--- config.mk ---
export PLATFORM = sky130hd
export DESIGN_NAME = rx_desc_ring
export DESIGN_NICKNAME = d
export VERILOG_FILES = /design/src/rtl/rxr_pkg.sv /design/src/rtl/rxr_sof_track.sv /design/src/rtl/rxr_miss_ctr.sv /design/src/rtl/rxr_lane_wr.sv /design/src/rtl/rxr_stat_fmt.sv /design/src/rtl/rx_desc_ring.sv
export SDC_FILE = /design/constraint.sdc
export NUM_CORES = 1
export LEC_CHECK = 0
export ABC_CLOCK_PERIOD_IN_PS = 6450
export CORE_MARGIN = 2
export CORE_UTILIZATION = 50
export CTS_BUF_LIST = sky130_fd_sc_hd__clkbuf_8 sky130_fd_sc_hd__clkbuf_16
export DETAILED_ROUTE_END_ITERATION = 16
export DONT_BUFFER_PORTS = 1
export GPL_TIMING_DRIVEN = 1
export PLACE_DENSITY = 0.64
export SYNTH_ARGS = -nofsm -noshare
export SYNTH_HDL_FRONTEND = slang
export SYNTH_SLANG_ARGS = --single-unit
--- constraint.sdc ---
create_clock -name clk -period 6.45 [get_ports clk]
set_clock_uncertainty 0.15 [all_clocks]
set_input_delay 0.645 -clock clk [delete_from_list [all_inputs] [get_ports clk]]
set_output_delay 0.645 -clock clk [all_outputs]
set_load 0.1 [all_outputs]
--- src/rtl/rxr_pkg.sv ---
package rxr_pkg;

  localparam int LEN_W    = 12;
  localparam int OWN_BIT  = 31;
  localparam int MORE_BIT = 30;
  localparam int OK_BIT   = 27;
  localparam int LONG_BIT = 22;

  // word offsets inside one descriptor record
  localparam int OFS_LINK = 0;
  localparam int OFS_STAT = 1;
  localparam int OFS_BUF  = 2;

  typedef enum logic [3:0] {
    ST_STOP,
    ST_RD_STAT,
    ST_CHK,
    ST_BUF,
    ST_LINK,
    ST_ARMED,
    ST_RECV,
    ST_WB,
    ST_IDLE
  } rx_state_e;

  // byte limit for one buffer: zero or oversize falls back to the cap
  function automatic logic [LEN_W-1:0] pick_limit(input logic [LEN_W-1:0] sz,
                                                   input logic [LEN_W-1:0] cap);
    return ((sz == '0) || (sz > cap)) ? cap : sz;
  endfunction

endpackage

--- src/rtl/rxr_sof_track.sv ---
module rxr_sof_track (
  input  logic clk,
  input  logic rst_n,
  input  logic valid,
  input  logic last,
  output logic sof
);

  logic in_frame_q;
  logic in_frame_d;

  always_comb begin
    in_frame_d = in_frame_q;
    if (valid) in_frame_d = !last;
  end

  always_ff @(posedge clk or negedge rst_n) begin
    if (!rst_n) in_frame_q <= 1'b0;
    else        in_frame_q <= in_frame_d;
  end

  assign sof = valid && !in_frame_q;

endmodule

--- src/rtl/rxr_miss_ctr.sv ---
module rxr_miss_ctr #(
  parameter int W = 8
) (
  input  logic         clk,
  input  logic         rst_n,
  input  logic         clr,
  input  logic         inc,
  output logic [W-1:0] count
);

  localparam logic [W-1:0] TOP = '1;

  logic [W-1:0] cnt_q;
  logic [W-1:0] cnt_d;

  always_comb begin
    cnt_d = cnt_q;
    if (clr)                       cnt_d = '0;
    else if (inc && cnt_q != TOP)  cnt_d = cnt_q + 1'b1;
  end

  always_ff @(posedge clk or negedge rst_n) begin
    if (!rst_n) cnt_q <= '0;
    else        cnt_q <= cnt_d;
  end

  assign count = cnt_q;

endmodule

--- src/rtl/rxr_lane_wr.sv ---
module rxr_lane_wr (
  input  logic [7:0]  byte_in,
  input  logic [1:0]  lane,
  output logic [31:0] wdata,
  output logic [3:0]  be
);

  for (genvar g = 0; g < 4; g++) begin : g_lane
    assign wdata[8*g +: 8] = byte_in;
    assign be[g]           = (lane == 2'(g));
  end

endmodule

--- src/rtl/rxr_stat_fmt.sv ---
module rxr_stat_fmt
  import rxr_pkg::*;
(
  input  logic [LEN_W-1:0] count,
  input  logic             too_long,
  input  logic             bad,
  output logic [31:0]      word
);

  always_comb begin
    word                 = '0;
    word[OWN_BIT]        = 1'b1;
    word[MORE_BIT]       = 1'b0;
    word[OK_BIT]         = !too_long && !bad;
    word[LONG_BIT]       = too_long;
    word[LEN_W-1:0]      = count;
  end

endmodule

--- src/rtl/rx_desc_ring.sv ---
module rx_desc_ring
  import rxr_pkg::*;
#(
  parameter int AW        = 12,
  parameter int BUF_BYTES = 1536,
  parameter int MISS_W    = 8
) (
  input  logic              clk,
  input  logic              rst_n,
  input  logic              base_load,
  input  logic [AW-1:0]     base_word,
  input  logic              cmd_on,
  input  logic              cmd_off,
  input  logic              cmd_rst,
  input  logic              rx_valid,
  input  logic [7:0]        rx_byte,
  input  logic              rx_last,
  input  logic              rx_err,
  output logic              mem_en,
  output logic              mem_we,
  output logic [AW-1:0]     mem_addr,
  output logic [3:0]        mem_be,
  output logic [31:0]       mem_wdata,
  input  logic [31:0]       mem_rdata,
  output logic              done_pulse,
  output logic              idle_pulse,
  output logic [MISS_W-1:0] missed_cnt
);

  localparam logic [LEN_W-1:0] CAP = LEN_W'(BUF_BYTES);

  // reset: asserted asynchronously, released on the clock
  logic [1:0] rsync_q;
  logic       rst_core_n;

  always_ff @(posedge clk or negedge rst_n) begin
    if (!rst_n) rsync_q <= 2'b00;
    else        rsync_q <= {rsync_q[0], 1'b1};
  end
  assign rst_core_n = rsync_q[1];

  // state
  rx_state_e        state_q, state_d;
  logic [AW-1:0]    cur_q,  cur_d;
  logic [AW-1:0]    link_q, link_d;
  logic [AW-1:0]    buf_q,  buf_d;
  logic [LEN_W-1:0] lim_q,  lim_d;
  logic [LEN_W-1:0] cnt_q,  cnt_d;
  logic             ovf_q,  ovf_d;
  logic             err_q,  err_d;
  logic             stop_q, stop_d;

  // helpers
  logic             sof;
  logic             miss_inc;
  logic [31:0]      lane_wdata;
  logic [3:0]       lane_be;
  logic [31:0]      stat_word;
  logic [AW-1:0]    wr_word;
  logic             stop_now;
  logic             unused_rdata_par;

  assign unused_rdata_par = ^mem_rdata;

  rxr_sof_track u_sof (
    .clk   (clk),
    .rst_n (rst_core_n),
    .valid (rx_valid),
    .last  (rx_last),
    .sof   (sof)
  );

  assign miss_inc = sof && (state_q != ST_ARMED);

  rxr_miss_ctr #(.W(MISS_W)) u_miss (
    .clk   (clk),
    .rst_n (rst_core_n),
    .clr   (cmd_rst),
    .inc   (miss_inc),
    .count (missed_cnt)
  );

  rxr_lane_wr u_lane (
    .byte_in (rx_byte),
    .lane    (cnt_q[1:0]),
    .wdata   (lane_wdata),
    .be      (lane_be)
  );

  rxr_stat_fmt u_fmt (
    .count    (cnt_q),
    .too_long (ovf_q),
    .bad      (err_q),
    .word     (stat_word)
  );

  assign wr_word  = buf_q + AW'(cnt_q >> 2);
  assign stop_now = stop_q || cmd_off;

  // next state and memory port
  always_comb begin
    state_d    = state_q;
    cur_d      = cur_q;
    link_d     = link_q;
    buf_d      = buf_q;
    lim_d      = lim_q;
    cnt_d      = cnt_q;
    ovf_d      = ovf_q;
    err_d      = err_q;
    stop_d     = stop_q;
    mem_en     = 1'b0;
    mem_we     = 1'b0;
    mem_addr   = cur_q;
    mem_be     = 4'h0;
    mem_wdata  = lane_wdata;
    done_pulse = 1'b0;
    idle_pulse = 1'b0;

    case (state_q)
      ST_STOP: begin
        stop_d = 1'b0;
        if (base_load) cur_d = base_word;
        if (cmd_on && !cmd_off) state_d = ST_RD_STAT;
      end

      ST_IDLE: begin
        if (base_load) cur_d = base_word;
        if (cmd_off)     state_d = ST_STOP;
        else if (cmd_on) state_d = ST_RD_STAT;
      end

      ST_RD_STAT: begin
        mem_en   = 1'b1;
        mem_addr = cur_q + AW'(OFS_STAT);
        if (cmd_off) stop_d = 1'b1;
        state_d  = ST_CHK;
      end

      ST_CHK: begin
        if (mem_rdata[OWN_BIT]) begin
          stop_d = 1'b0;
          if (stop_now) begin
            state_d = ST_STOP;
          end else begin
            state_d    = ST_IDLE;
            idle_pulse = 1'b1;
          end
        end else begin
          lim_d    = pick_limit(mem_rdata[LEN_W-1:0], CAP);
          mem_en   = 1'b1;
          mem_addr = cur_q + AW'(OFS_BUF);
          if (cmd_off) stop_d = 1'b1;
          state_d  = ST_BUF;
        end
      end

      ST_BUF: begin
        buf_d    = mem_rdata[AW+1:2];
        mem_en   = 1'b1;
        mem_addr = cur_q + AW'(OFS_LINK);
        if (cmd_off) stop_d = 1'b1;
        state_d  = ST_LINK;
      end

      ST_LINK: begin
        link_d  = mem_rdata[AW+1:2];
        cnt_d   = '0;
        ovf_d   = 1'b0;
        err_d   = 1'b0;
        if (cmd_off) stop_d = 1'b1;
        state_d = ST_ARMED;
      end

      ST_ARMED: begin
        if (sof) begin
          mem_en   = 1'b1;
          mem_we   = 1'b1;
          mem_addr = wr_word;
          mem_be   = lane_be;
          cnt_d    = cnt_q + 1'b1;
          err_d    = rx_err;
          if (cmd_off) stop_d = 1'b1;
          state_d  = rx_last ? ST_WB : ST_RECV;
        end else if (stop_now) begin
          stop_d  = 1'b0;
          state_d = ST_STOP;
        end
      end

      ST_RECV: begin
        if (cmd_off) stop_d = 1'b1;
        if (rx_valid) begin
          err_d = err_q || rx_err;
          if (cnt_q < lim_q) begin
            mem_en   = 1'b1;
            mem_we   = 1'b1;
            mem_addr = wr_word;
            mem_be   = lane_be;
            cnt_d    = cnt_q + 1'b1;
          end else begin
            ovf_d = 1'b1;
          end
          if (rx_last) state_d = ST_WB;
        end
      end

      ST_WB: begin
        mem_en     = 1'b1;
        mem_we     = 1'b1;
        mem_addr   = cur_q + AW'(OFS_STAT);
        mem_be     = 4'hF;
        mem_wdata  = stat_word;
        done_pulse = 1'b1;
        cur_d      = link_q;
        if (stop_now) begin
          stop_d  = 1'b0;
          state_d = ST_STOP;
        end else begin
          state_d = ST_RD_STAT;
        end
      end

      default: state_d = ST_STOP;
    endcase

    if (cmd_rst) begin
      state_d    = ST_STOP;
      cur_d      = '0;
      stop_d     = 1'b0;
      mem_en     = 1'b0;
      mem_we     = 1'b0;
      mem_be     = 4'h0;
      done_pulse = 1'b0;
      idle_pulse = 1'b0;
    end
  end

  always_ff @(posedge clk or negedge rst_core_n) begin
    if (!rst_core_n) begin
      state_q <= ST_STOP;
      cur_q   <= '0;
      link_q  <= '0;
      buf_q   <= '0;
      lim_q   <= '0;
      cnt_q   <= '0;
      ovf_q   <= 1'b0;
      err_q   <= 1'b0;
      stop_q  <= 1'b0;
    end else begin
      state_q <= state_d;
      cur_q   <= cur_d;
      link_q  <= link_d;
      buf_q   <= buf_d;
      lim_q   <= lim_d;
      cnt_q   <= cnt_d;
      ovf_q   <= ovf_d;
      err_q   <= err_d;
      stop_q  <= stop_d;
    end
  end

endmodule

==> impl_metrics.csv, run 1 <==
group,metric,value,unit
outcome,status,"finished, final reports clean",
yosys,synth_area_leaders,"dfrtp_1 (36%), nand2_1 (8.1%), ha_1 (6.4%)",
routing,routed_wl,15100,um
yosys,synth_fa_ha_area_share,6.74,%
timing,finalCritPeriodShare,74.9,%
yosys,synth_xor_area_share,2.39,%
clock_tree,clockRootBuffer,"clkbuf_8",
clock_tree,cts.htree.levels,3,
die,initial_core_util,50.9,%
yosys,synth-seq-cells,78,
worst_setup_path,crit_required,5.65,ns
job,max_cap_viol_count,0,
clock_tree,post_cts_buffers,0,
routing,drt_iter0_drc,296,
cells_and_area,area_growth,7.13,%
timing,finalMaxSlewViolations,0,
die,die_y,109,um
die,dieWidth,109,um
worst_setup_path,crit_buf_inv,0,
clock_tree,cts_buffers,9,
die,core-area,10800,um^2
worst_setup_path,cpMaxStageDelayCell,"o22ai_2",
timing,finalHoldViolations,0,
yosys,ys_warn_count,0,
global_routing,grt_start_max_net_pins,77,
global_routing,antenna_found_initial,0,
power_and_ir_drop,leakagePower,2.52,nW
worst_setup_path,path_cells,"ha_1, and4_1, nor4b_2, o31ai_2, a31oi_1, nor4_1, o22ai_2",
placement,port_buffers,0,
die,die-area,11800,um^2
cells_and_area,finalInstanceArea,5890,um^2
placement,dp.cells,745,
power_and_ir_drop,switching_share,46.3,%
cells_and_area,stdcell_count,762,
cells_and_area,nNetsFinal,707,
yosys,synth.most_common_cell,"nand2_1",
yosys,synth-edff-count,0,
yosys,synth_top_area_share,35.5,%
yosys,synth_mux_area_share,6.10,%
worst_setup_path,slowest_delay,0.95,ns
placement,place.gp.congestion,0.852,
cells_and_area,antenna_cells,0,
clock_tree,cts_tree,"yes",
yosys,synthArstFlopShare,100,%
worst_setup_path,r2r_slack,3.52,ns
yosys,synth_top_family_by_area,"simple AND/OR/NAND/NOR gates",
die,ioPinCount,121,
routing,ant_nets,0,
timing,rsz0062_at_grt,"false",
clock_tree,cts.reportedPaths.clkPinSlew,0.08,ns
clock_tree,clock_latency,0.38,ns
timing,report.final.setup_viol,0,
yosys,synth.net_count,728,
routing,drc_errors,0,
yosys,synthDistinctLibCells,80,
cells_and_area,drive_above_1_share,13.2,%
yosys,synth_compound_area_share,19.7,%
timing,fmax,0.207,GHz
yosys,synthFlopType,"dfrtp_1",
yosys,yosysSeqAreaShare,35.5,%
die,num_rows,38,
worst_setup_path,crit_arrival,4.04,ns
worst_setup_path,path_delay_family,"compound AO/OA/AOI/OAI gates",
placement,dpl_cell_area,5700,um^2
clock_tree,clock_path_buffers,2,
power_and_ir_drop,power_frac_clock,17.8,%
yosys,avgSynthCellArea,8.62,um^2
global_routing,track_usage,26.7,%
global_routing,grt_pass1_vias,4611,
routing,via_per_inst,6.30,
power_and_ir_drop,share_comb_of_total_power,42.1,%
clock_tree,cts.sink_count,78,
timing,setup_tns,0,ns
cells_and_area,fillCellCount,995,
worst_setup_path,cp-start-kind,"flip-flop",
global_routing,grt_overflow,0,
yosys,synth_top_area_cell,"dfrtp_1",
global_routing,grt_pass1_wl,24200,um
power_and_ir_drop,internal_power,0.00105,W
clock_tree,cts_hold_buffers,1,
worst_setup_path,path_max_fanout,11,
timing,relSlewSlack,20.8,%
power_and_ir_drop,power_density,333,nW/um^2
yosys,netlist_instances,638,
timing,worst_pin_slew,1.19,ns
clock_tree,cts.repair.resized,0,
yosys,yosys-top-cells-count,"nand2_1 (119), dfrtp_1 (78), nor2_1 (47)",
power_and_ir_drop,power_frac_seq,40.2,%
power_and_ir_drop,irDropWorstVdd,178,uV
routing,wl_per_cell,19.8,um
placement,hpwl,11200,um
power_and_ir_drop,switchingPower,0.000907,W
timing,min_period,4.83,ns
hold_path,hp-class,"in2reg",
yosys,yosys.area_share.simple,23.9,%
worst_setup_path,path_class,"reg2out",
yosys,synthesis.area,5500,um^2
routing,via_count,4799,
routing,first_pass_iters,4,
worst_setup_path,crit_path_end_kind,"output port",
[layout make-up]
| cell class | count | area [um^2] | share of cell area, % |
|---|---|---|---|
| Clock buffer | 10 | 138 | 2.34 |
| Clock inverter | 6 | 38.8 | 0.659 |
| Inverter | 24 | 90.1 | 1.53 |
| Tap cell | 140 | 175 | 2.97 |
| Timing Repair Buffer | 9 | 130 | 2.21 |
| Sequential cell | 78 | 1960 | 33.2 |
| Multi-Input combinational cell | 495 | 3360 | 57.1 |
[per-stage QoR]
| stage | setup WS [ns] | hold WS [ns] | utilization (%) | power (W) |
|---|---|---|---|---|
| after floorplan | 0.774 | 0.181 | - | 0.00143 |
| after global placement | 2.11 | 0.190 | 52.8 | 0.00158 |
| after detailed placement | 2.05 | 0.185 | 52.8 | 0.00162 |
| after CTS | 1.63 | 0.161 | 54.6 | 0.00196 |
| after global routing | 1.43 | 0.159 | 54.6 | 0.00209 |
| final | 1.62 | 0.170 | 54.6 | 0.00196 |
[registers in the layout (all words and copies together) (netlist names)]
name	cells
buf_q	12
cnt_q	12
cur_q	12
lim_q	12
link_q	12
u_miss.count	8
state_q	4
rsync_q	2
err_q	1
ovf_q	1
stop_q	1
u_sof.in_frame_q	1
[power by group through the flow]
| stage | logic, W | clock network (W) | registers, W |
|---|---|---|---|
| floorplan | 0.000703 | 0 | 0.000725 |
| global placement | 0.000793 | 0 | 0.000789 |
| detailed placement | 0.000819 | 0 | 0.000796 |
| CTS | 0.000824 | 0.000354 | 0.000787 |
| global route | 0.000902 | 0.000374 | 0.000811 |
| finish | 0.000824 | 0.000348 | 0.000787 |
[path summary, 6_finish.rpt]
kind                                  startpoint                           to  cells past startpoint
max in group asynchronous   rsync_q[1]$_DFF_PN0_            err_q$_DFFE_PN0P_                      0
setup / recovery           cnt_q[10]$_DFFE_PN0P_                  mem_addr[3]                      7
min in group asynchronous                  rst_n         rsync_q[1]$_DFF_PN0_                      1
hold reg to reg             rsync_q[0]$_DFF_PN0_         rsync_q[1]$_DFF_PN0_                      0
setup reg to reg            cnt_q[9]$_DFFE_PN0P_         cnt_q[8]$_DFFE_PN0P_                      6
hold / removal                           cmd_rst  u_miss.count[7]$_DFFE_PN0P_                      1
[cell usage in the layout (no fill, tap or decap), types with 5 or more instances in the layout]
cell type / instances
o21ai_0: 16
nand2_1: 119
buf_4: 5
nand3_1: 18
xor2_1: 7
nor2_2: 6
nand4_1: 7
mux2_2: 12
inv_1: 21
xnor2_1: 8
o21ai_2: 6
nor3_1: 15
dfrtp_1: 77
o31ai_1: 20
ha_1: 28
clkbuf_8: 10
nor2b_1: 6
a22o_1: 9
nor4_1: 6
a21o_1: 9
a31oi_1: 6
nor2_1: 41
nand2b_1: 10
and2_1: 5
a21oi_1: 30
or3_1: 7
mux2i_1: 20
[metal layers]
layer	global-route usage [%]	routed length, um	vias up	share of wire [%]
met1	35.0	6570	2336	44
met5	0	0	-	0
li1	-	-	2251	-
met3	4.84	976	23	6.5
met4	9.43	280	0	1.9
met2	44.2	7250	189	48
[kinds of logic after synthesis]
logic type | after synthesis
AO/OA/AOI/OAI | 149
XOR/XNOR | 15
adder cells (fa/ha/maj) | 29
buffers and inverters | 65
flip-flops | 78
multiplexers | 32
other | 1
AND/OR/NAND/NOR | 269
Power figures use the tool's default switching activity.
==> run 2, diff against run 1 <==
- ABC_CLOCK_PERIOD_IN_PS: 6450 -> 4300
- PLACE_DENSITY: 0.64 -> 0.67
- clock period: 6.45 -> 4.3 ns (I/O delays scaled with it)
==> run 2 against run 1 <==
Final area increased by 4.2%. Register-to-register slack got worse by 2.1 ns. Routed wire length increased by 1.1%. Combinational power increased by 57%. Critical path depth decreased by 1. Largest power group unchanged. Clock power increased by 53%. First-iteration DRC count increased by 23%. Sequential power increased by 49%. Sequential cell count unchanged. Die area unchanged. Non-clock buffer count increased by 34. Critical endpoint is now mem_addr[5].
==> impl_metrics.csv, run 2 (synthesis results as in run 1) <==
group,metric,value,unit
outcome,status,"finished, final reports clean",
job,max_cap_viol_count,0,
routing,wl_per_cell,19.1,um
clock_tree,clock_latency,0.37,ns
die,core-area,10800,um^2
timing,min_period,4.02,ns
placement,dp.cells,773,
timing,fmax,0.249,GHz
timing,relSlewSlack,27.5,%
global_routing,grt_start_max_net_pins,77,
cells_and_area,antenna_cells,0,
timing,report.final.setup_viol,0,
cells_and_area,drive_above_1_share,17.1,%
die,num_rows,38,
die,die-area,11800,um^2
clock_tree,clockRootBuffer,"clkbuf_8",
clock_tree,cts_buffers,9,
clock_tree,cts.sink_count,78,
timing,finalCritPeriodShare,93.5,%
global_routing,antenna_found_initial,0,
global_routing,grt_overflow,0,
timing,finalMaxSlewViolations,0,
worst_setup_path,crit_buf_inv,0,
hold_path,hold_end,"cur_q[5]$_DFFE_PN0P_",
timing,setup_tns,0,ns
routing,via_count,4929,
timing,worst_pin_slew,1.08,ns
clock_tree,cts.reportedPaths.clkPinSlew,0.09,ns
worst_setup_path,cp-start-kind,"flip-flop",
routing,first_pass_iters,5,
die,ioPinCount,121,
cells_and_area,stdcell_count,796,
placement,hpwl,11000,um
routing,ant_nets,0,
cells_and_area,final_common_cell,"nand2_1",
timing,rsz0062_at_grt,"false",
routing,drt_iter0_drc,363,
clock_tree,cts_tree,"yes",
worst_setup_path,r2r_cells,6,
power_and_ir_drop,power,0.00298,W
clock_tree,cts.htree.levels,3,
worst_setup_path,crit_path_end_kind,"output port",
power_and_ir_drop,leakagePower,2.68,nW
worst_setup_path,slowest_delay,0.63,ns
cells_and_area,final_cell_mix,"nand2_1 (119), dfrtp_1 (77), nor2_1 (41), buf_4 (36), a21oi_1 (30)",
worst_setup_path,timing.rr.end,"cnt_q[3]$_DFFE_PN0P_",
worst_setup_path,r2r_slack,1.40,ns
die,die_y,109,um
die,initial_core_util,50.9,%
worst_setup_path,crit_arrival,3.44,ns
power_and_ir_drop,power_density,486,nW/um^2
power_and_ir_drop,irDropWorstVdd,321,uV
worst_setup_path,timing.rr.start,"cnt_q[9]$_DFFE_PN0P_",
worst_setup_path,path_max_fanout,11,
global_routing,track_usage,26.9,%
hold_path,hold_depth,1,
routing,via_per_inst,6.19,
worst_setup_path,path_delay_family,"compound AO/OA/AOI/OAI gates",
routing,drc_errors,0,
global_routing,grt_pass1_vias,4852,
clock_tree,clock_path_buffers,2,
cells_and_area,area_growth,11.7,%
placement,place.gp.congestion,0.857,
die,dieWidth,109,um
worst_setup_path,path_class,"reg2out",
global_routing,grt_pass1_wl,24500,um
placement,port_buffers,0,
worst_setup_path,path_cells,"ha_1, and4_1, a221oi_4, a31oi_2, o41ai_1, o311ai_4",
hold_path,hold_path.startpoint,"cmd_rst",
cells_and_area,nNetsFinal,741,
routing,routed_wl,15200,um
clock_tree,post_cts_buffers,0,
hold_path,hp-class,"in2reg",
worst_setup_path,cpMaxStageDelayCell,"o41ai_1",
timing,finalHoldViolations,0,
worst_setup_path,crit_required,3.72,ns
-- run 2: changes by cell type in the layout (fill, tap and decap cells not counted), sizes merged --
cell         before  now
buf               8   36
dlygate4sd3       1    7
inv              25   26
clkinv            4    3
-- run 2: worst max path at each step --
stage                                      start           to  slack, ns  cells past startpoint
after floorplan           state_q[0]$_DFFE_PN0P_  mem_addr[5]      0.006                      6
after global placement     cnt_q[11]$_DFFE_PN0P_  mem_addr[3]       0.61                      8
after detailed placement    cnt_q[9]$_DFFE_PN0P_  mem_addr[3]       0.49                      8
after CTS                   cnt_q[9]$_DFFE_PN0P_  mem_addr[3]       0.05                      8
after global routing        cnt_q[7]$_DFFE_PN0P_  mem_addr[5]       0.07                      7
final                       cnt_q[9]$_DFFE_PN0P_  mem_addr[5]       0.28                      6
-- run 2: cell type report --
cell class                      instances  area (um^2)
Clock inverter                          6         43.8
Sequential cell                        78         1960
Clock buffer                           10          138
Fill cell                             984         4660
Timing Repair Buffer                   43          340
Inverter                               24         90.1
Tap cell                              140          175
Multi-Input combinational cell        495         3390
-- run 2: repair_timing --
item / 4_1_cts / 5_1_grt
resized for setup: 0 / 1
endpoints found under the hold margin: 24 / 0
setup endpoints to repair: 0 / 11
hold buffers: 7 / 0
-- run 2: layer usage --
metal  wire [um]  global-route usage [%]  vias up
li1            -                       -     2325
met1        6640                    36.9     2376
met2        7120                    42.7      201
met3        1150                    5.08       27
met4         330                    9.62        0
met5           0                       0        -
-- run 2: power by group --
group	switching, W	internal [W]
sequential	0.000231	0.000937
clock	0.000303	0.000228
combinational	0.000836	0.000449
-- run 2: stage by stage --
stage               cell area, um^2  hold WS [ns]  util [%]  setup slack [ns]
global placement               5880       -0.0155      54.5             0.615
finish                         6140        0.0142      56.9             0.278
detailed placement             5880       -0.0155      54.5             0.494
CTS                            6130      0.000646      56.8            0.0476
floorplan                      5510       -0.0156         -           0.00581
global route                   6140        0.0137      56.9            0.0718
